--- src/rtl/adc_seq_pkg.sv ---
package adc_seq_pkg;

  typedef struct packed {
    logic clearCount;
    logic captureEn;
    logic publish;
  } dp_ctrl_t;

  typedef enum logic [2:0] {
    S_IDLE,
    S_CS_LEAD,
    S_RC_HOLD,
    S_WAIT_FALL,
    S_CONVERT
  } seq_state_t;

endpackage

--- src/rtl/adc_seq_sync.sv ---
module adc_seq_sync #(
  parameter int STAGES = 2,
  parameter int WIDTH = 1,
  parameter logic [WIDTH-1:0] RESET_VAL = '0
) (
  input  logic             clk,
  input  logic             rstN,
  input  logic [WIDTH-1:0] din,
  output logic [WIDTH-1:0] dout
);

  logic [STAGES-1:0][WIDTH-1:0] pipe;

  always_ff @(posedge clk or negedge rstN) begin
    if (!rstN) pipe[0] <= RESET_VAL;
    else       pipe[0] <= din;
  end

  for (genvar i = 1; i < STAGES; i++) begin : g_stage
    always_ff @(posedge clk or negedge rstN) begin
      if (!rstN) pipe[i] <= RESET_VAL;
      else       pipe[i] <= pipe[i-1];
    end
  end

  assign dout = pipe[STAGES-1];

endmodule

--- src/rtl/adc_seq_datapath.sv ---
module adc_seq_datapath
  import adc_seq_pkg::*;
#(
  parameter int WORD_BITS = 16,
  parameter int SYNC_STAGES = 2
) (
  input  logic                 clk,
  input  logic                 rstN,
  input  dp_ctrl_t             ctrl,
  input  logic                 busyIn,
  input  logic                 dataClkIn,
  input  logic                 dataIn,
  output logic                 busySync,
  output logic                 fullWord,
  output logic [WORD_BITS-1:0] result,
  output logic                 resultValid,
  output logic                 firstInvalid
);

  localparam int CNT_W = $clog2(WORD_BITS + 1);

  logic [2:0] syncOut;
  logic dclkSync, dataSync, dclkPrev, dclkRise, seenResult;
  logic [CNT_W-1:0] bitCount;
  logic [WORD_BITS-1:0] shiftReg;

  adc_seq_sync #(
    .STAGES(SYNC_STAGES), .WIDTH(3), .RESET_VAL(3'b100)
  ) u_sync (
    .clk(clk), .rstN(rstN),
    .din({busyIn, dataClkIn, dataIn}),
    .dout(syncOut)
  );

  assign busySync = syncOut[2];
  assign dclkSync = syncOut[1];
  assign dataSync = syncOut[0];
  assign dclkRise = dclkSync & ~dclkPrev;
  assign fullWord = (bitCount == CNT_W'(WORD_BITS));

  always_ff @(posedge clk or negedge rstN) begin
    if (!rstN) begin
      dclkPrev <= 1'b0;
      bitCount <= '0;
      shiftReg <= '0;
    end else begin
      dclkPrev <= dclkSync;
      if (ctrl.clearCount) begin
        bitCount <= '0;
      end else if (ctrl.captureEn && dclkRise && !fullWord) begin
        bitCount <= bitCount + 1'b1;
        shiftReg <= {shiftReg[WORD_BITS-2:0], dataSync};
      end
    end
  end

  always_ff @(posedge clk or negedge rstN) begin
    if (!rstN) begin
      result       <= '0;
      resultValid  <= 1'b0;
      firstInvalid <= 1'b0;
      seenResult   <= 1'b0;
    end else begin
      resultValid  <= ctrl.publish;
      firstInvalid <= ctrl.publish & ~seenResult;
      if (ctrl.publish) begin
        result     <= shiftReg;
        seenResult <= 1'b1;
      end
    end
  end

endmodule

--- src/rtl/adc_seq_control.sv ---
module adc_seq_control
  import adc_seq_pkg::*;
#(
  parameter int LEAD_CYCLES = 2,
  parameter int HOLD_CYCLES = 10,
  parameter int TIMEOUT_CYCLES = 4096,
  parameter bit CS_TIED = 1'b0
) (
  input  logic     clk,
  input  logic     rstN,
  input  logic     startReq,
  input  logic     busySync,
  input  logic     fullWord,
  output dp_ctrl_t ctrl,
  output logic     csN,
  output logic     rcN,
  output logic     seqError
);

  localparam int MAX_A = (LEAD_CYCLES > HOLD_CYCLES) ? LEAD_CYCLES : HOLD_CYCLES;
  localparam int TMAX  = (MAX_A > TIMEOUT_CYCLES) ? MAX_A : TIMEOUT_CYCLES;
  localparam int TW    = $clog2(TMAX + 1);

  seq_state_t state, nextState;
  logic [TW-1:0] timer;
  logic timerClr, errNext;

  always_comb begin
    nextState = state;
    timerClr  = 1'b0;
    errNext   = 1'b0;
    ctrl      = '0;
    ctrl.captureEn = (state != S_IDLE);
    case (state)
      S_IDLE: if (startReq) begin
        ctrl.clearCount = 1'b1;
        timerClr  = 1'b1;
        nextState = CS_TIED ? S_RC_HOLD : S_CS_LEAD;
      end
      S_CS_LEAD: if (timer == TW'(LEAD_CYCLES - 1)) begin
        nextState = S_RC_HOLD;
        timerClr  = 1'b1;
      end
      S_RC_HOLD: if (timer == TW'(HOLD_CYCLES - 1)) begin
        nextState = S_WAIT_FALL;
        timerClr  = 1'b1;
      end
      S_WAIT_FALL: begin
        if (!busySync) begin
          nextState = S_CONVERT;
          timerClr  = 1'b1;
        end else if (timer == TW'(TIMEOUT_CYCLES - 1)) begin
          errNext   = 1'b1;
          nextState = S_IDLE;
        end
      end
      S_CONVERT: begin
        if (busySync) begin
          nextState = S_IDLE;
          if (fullWord) ctrl.publish = 1'b1;
          else          errNext = 1'b1;
        end else if (timer == TW'(TIMEOUT_CYCLES - 1)) begin
          errNext   = 1'b1;
          nextState = S_IDLE;
        end
      end
      default: nextState = S_IDLE;
    endcase
  end

  always_ff @(posedge clk or negedge rstN) begin
    if (!rstN) begin
      state    <= S_IDLE;
      timer    <= '0;
      seqError <= 1'b0;
    end else begin
      state    <= nextState;
      seqError <= errNext;
      if (timerClr || state == S_IDLE) timer <= '0;
      else                             timer <= timer + 1'b1;
    end
  end

  assign csN = CS_TIED ? 1'b0 : (state == S_IDLE);
  assign rcN = (state != S_RC_HOLD);

endmodule

--- src/rtl/adc_seq_ctrl.sv ---
module adc_seq_ctrl
  import adc_seq_pkg::*;
#(
  parameter int WORD_BITS = 16,
  parameter int SYNC_STAGES = 2,
  parameter int LEAD_CYCLES = 2,
  parameter int HOLD_CYCLES = 10,
  parameter int TIMEOUT_CYCLES = 4096,
  parameter bit CS_TIED = 1'b0
) (
  input  logic                 clk,
  input  logic                 rstN,
  input  logic                 startReq,
  input  logic                 busyIn,
  input  logic                 dataClkIn,
  input  logic                 dataIn,
  output logic                 csN,
  output logic                 rcN,
  output logic [WORD_BITS-1:0] result,
  output logic                 resultValid,
  output logic                 firstInvalid,
  output logic                 seqError
);

  dp_ctrl_t ctrl;
  logic busySync, fullWord;

  adc_seq_control #(
    .LEAD_CYCLES(LEAD_CYCLES), .HOLD_CYCLES(HOLD_CYCLES),
    .TIMEOUT_CYCLES(TIMEOUT_CYCLES), .CS_TIED(CS_TIED)
  ) u_control (
    .clk(clk), .rstN(rstN), .startReq(startReq),
    .busySync(busySync), .fullWord(fullWord), .ctrl(ctrl),
    .csN(csN), .rcN(rcN), .seqError(seqError)
  );

  adc_seq_datapath #(
    .WORD_BITS(WORD_BITS), .SYNC_STAGES(SYNC_STAGES)
  ) u_datapath (
    .clk(clk), .rstN(rstN), .ctrl(ctrl),
    .busyIn(busyIn), .dataClkIn(dataClkIn), .dataIn(dataIn),
    .busySync(busySync), .fullWord(fullWord), .result(result),
    .resultValid(resultValid), .firstInvalid(firstInvalid)
  );

endmodule

--- config.mk ---
export PLATFORM = sky130hd
export DESIGN_NAME = adc_seq_ctrl
export DESIGN_NICKNAME = d
export VERILOG_FILES = /design/src/rtl/adc_seq_pkg.sv /design/src/rtl/adc_seq_sync.sv /design/src/rtl/adc_seq_datapath.sv /design/src/rtl/adc_seq_control.sv /design/src/rtl/adc_seq_ctrl.sv
export SDC_FILE = /design/constraint.sdc
export NUM_CORES = 1
export LEC_CHECK = 0
export ABC_AREA = 1
export BUFFER_PORTS_ARGS = -buffer_cell sky130_fd_sc_hd__buf_2
export CAP_MARGIN = 20
export CORE_ASPECT_RATIO = 1.75
export CORE_MARGIN = 10
export CORE_UTILIZATION = 40
export CTS_CLUSTER_SIZE = 28
export DETAILED_ROUTE_END_ITERATION = 8
export PLACE_DENSITY = 0.63
export SLEW_MARGIN = 20
export SYNTH_ARGS = -nofsm -noshare
export SYNTH_HDL_FRONTEND = slang
export SYNTH_HIERARCHICAL = 1
export SYNTH_SLANG_ARGS = --single-unit
export TNS_END_PERCENT = 20
--- constraint.sdc ---
create_clock -name clk -period 3.48 [get_ports clk]
set_clock_uncertainty 0.1 [all_clocks]
set_input_delay 0 -clock clk [delete_from_list [all_inputs] [get_ports clk]]
set_output_delay 0 -clock clk [all_outputs]
set_load 0.05 [all_outputs]
==> results.py <==
metrics = {
    "placement": {
        "hpwl_um": 4480,
        "place_worst_setup_slack_ns": 1.18,
        "placed_area_um2": 3180,
        "placedCellCount": 447,
        "gp_congestion": 0.804,
        "io_buffers": 26,
    },
    "setup_path": {
        "startpoint_type": "flip-flop",
        "cp-end-kind": "flip-flop",
        "crit_start": "u_datapath/bitCount[0]$_DFFE_PN0P_",
        "r2r_slack_ns": 1.16,
        "rr_worst_depth": 12,
        "r2r_end": "u_datapath/result[11]$_DFFE_PN0P_",
        "arrival_ns": 2.43,
        "cp_max_fo": 19,
        "cp.required_ns": 3.59,
        "setup.worst_path.class": "flip-flop to flip-flop",
        "r2r_start": "u_datapath/bitCount[0]$_DFFE_PN0P_",
    },
    "pwr": {
        "ir_drop_mv": 0.274,
        "p_leak_uw": 0.00185,
        "p_per_area_nw_per_um2": 692,
    },
    "layout": {
        "syn_to_final_growth_pct": 17.2,
        "fillers": 708,
        "final_common_cell": "nand2_1",
        "n_antenna_cell": 0,
        "drive_gt1_frac": 0.207,
        "fin_nets": 387,
        "design_area_um2": 3530,
        "instances_no_fill": 468,
        "final_cell_mix": "nand2_1 (128), dfrtp_1 (62), buf_2 (25)",
    },
    "global_routing": {
        "grt_start_max_net_pins": 45,
        "grt_first_pass_wirelength_um": 10800,
        "track_usage": 0.115,
        "grt-ovfl-total": 0,
        "grt_pass1_vias": 2332,
        "grt_antenna_before_repair": 0,
    },
    "status": {
        "status": "complete, no violations",
    },
    "routing": {
        "vias": 2335,
        "drt-initial-drc-count": 132,
        "drc": 0,
        "drt-total-wl_um": 6320,
        "wl_per_cell_um": 13.5,
        "ant_nets": 0,
        "vias_per_cell": 4.99,
        "drtPass1Iterations": 4,
    },
    "flow_run": {
        "maxCapViolCount": 0,
    },
    "synthesis": {
        "syn_inst": 346,
        "yosysSeqAreaShare": 0.533,
        "synthTopCellsByArea": "dfrtp_1 (52%), nand2_1 (16%), nand4_1 (4.4%), nand3_1 (3.5%), a21oi_2 (2.9%)",
        "syn_nets": 356,
        "ys.flop_type": "dfrtp_1",
        "yosys_warnings": 6,
        "synth.avg_cell_area_um2": 8.70,
        "netlist_area_um2": 3010,
        "synth_top_cell_by_area": "dfrtp_1",
        "synthArstFlopShare": 1.00,
        "ys_ff_latch": 64,
        "synth_edf_count": 0,
        "synth_top_area_frac": 0.515,
        "synth_cell_types": 31,
    },
    "die": {
        "start_util": 0.413,
        "fp-row-count": 41,
        "core-area_um2": 7280,
        "io_pins": 27,
        "die_x_um": 85.6,
        "die_area_um2": 11500,
        "die-height_um": 135,
    },
    "clocking": {
        "clock-sinks": 64,
        "path_clk_slew_ns": 0.06,
        "clock_path_buffers": 2,
        "cts_buffers": 9,
        "post-cts-setup-buffers": 0,
        "root_buffer": "clkbuf_16",
        "clk_latency_ns": 0.32,
        "cts_max_level": 3,
        "cts_tree": "built",
        "cts_resized": 0,
    },
    "hold_path": {
        "min_path_type": "primary input to asynchronous set/reset pin",
    },
    "sta": {
        "setup_violations": 0,
        "drv_slew": 0,
        "rsz0062_at_grt": "false",
        "fmax_mhz": 431,
        "worst_slack_ns": 1.16,
        "min_period_ns": 2.32,
        "final-hold-violation-count": 0,
        "finalCritPeriodShare": 0.666,
        "setup-tns-final_ns": 0,
        "worstMarginPinSlew_ns": 0.556,
        "fin_worst_hold_slack_ns": 0.107,
        "relSlewSlack": 0.629,
    },
}
[worst max path at each step]
stage,end,slack [ns],depth (start not counted)
final,u_datapath/result[11]$_DFFE_PN0P_,1.16,12
after global routing,u_datapath/result[11]$_DFFE_PN0P_,0.87,12
after CTS,u_datapath/result[11]$_DFFE_PN0P_,1.16,12
after detailed placement,u_datapath/result[11]$_DFFE_PN0P_,1.18,12
after global placement,u_datapath/result[1]$_DFFE_PN0P_,1.18,12
after floorplan,u_datapath/result[10]$_DFFE_PN0P_,1.42,14
[cells in the mapped netlist (all sizes together) (3+ instances only)]
cell      n
xor2      5
ha        4
nand4    21
dfrtp    62
nand2   130
a21oi    16
nand3    27
inv      26
buf      10
or2       3
nor2     26
clkbuf    4
[where the power goes]
part           internal, uW  switching, uW
Sequential              864            120
Clock                   552            328
Combinational           178            401
Total                  1590            849
[what timing repair did]
| action | CTS | global route |
|---|---|---|
| hold buffers | 5 | 0 |
| setup endpoints to repair | 0 | 0 |
| endpoints found under the hold margin | 45 | 0 |
[through the flow]
step	utilization	power, uW
final	0.484	2440
after global routing	0.484	2580
after CTS	0.484	2470
after detailed placement	0.436	1570
after global placement	0.436	1560
after floorplan	-	1460
[state kept, by name, summed over array words and instances, names as in the netlist]
signal / count
u_control/seqError: 1
u_control/state: 3
u_control/timer: 13
u_datapath/bitCount: 5
u_datapath/dclkPrev: 1
u_datapath/firstInvalid: 1
u_datapath/result: 16
u_datapath/resultValid: 1
u_datapath/seenResult: 1
u_datapath/shiftReg: 16
u_datapath/u_sync/dout: 3
u_datapath/u_sync/pipe: 3
[final cells by class]
class / count / area (um2) / share of cell area
clock inverter: 7 / 72.6 / 0.0206
inverter: 28 / 105 / 0.0298
tap: 86 / 108 / 0.0305
sequential: 64 / 1600 / 0.455
multi-input combinational: 240 / 1210 / 0.343
timing repair buffer: 34 / 205 / 0.0582
clock buffer: 9 / 225 / 0.0638
[routing by layer]
layer	track usage	vias to the layer above	wire, um
met2	0.199	30	3380
li1	-	1170	-
met3	0.0295	12	201
met4	0.0625	0	122
met1	0.123	1123	2620
met5	0	-	0
[critical path, stage by stage, from the launching register on]
cell,delay [ns]
dfrtp_1,0.41
inv_1,0.09
ha_1,0.14
nand2_1,0.04
inv_1,0.10
nand2_4,0.15
inv_1,0.09
nand2_1,0.06
nor2_1,0.10
buf_4,0.22
clkinv_1,0.43
nand2_1,0.19
nand2_1,0.07
[logic make-up after synthesis]
kind of cell / Yosys count / synth area share
AND/OR/NAND/NOR: 209 / 0.317
flip-flops: 64 / 0.533
buffers and inverters: 42 / 0.0661
AO/OA/AOI/OAI: 20 / 0.0478
XOR/XNOR: 7 / 0.0204
adder cells (fa/ha/maj): 4 / 0.0166
Note: power is estimated with default switching activity, not from simulation.
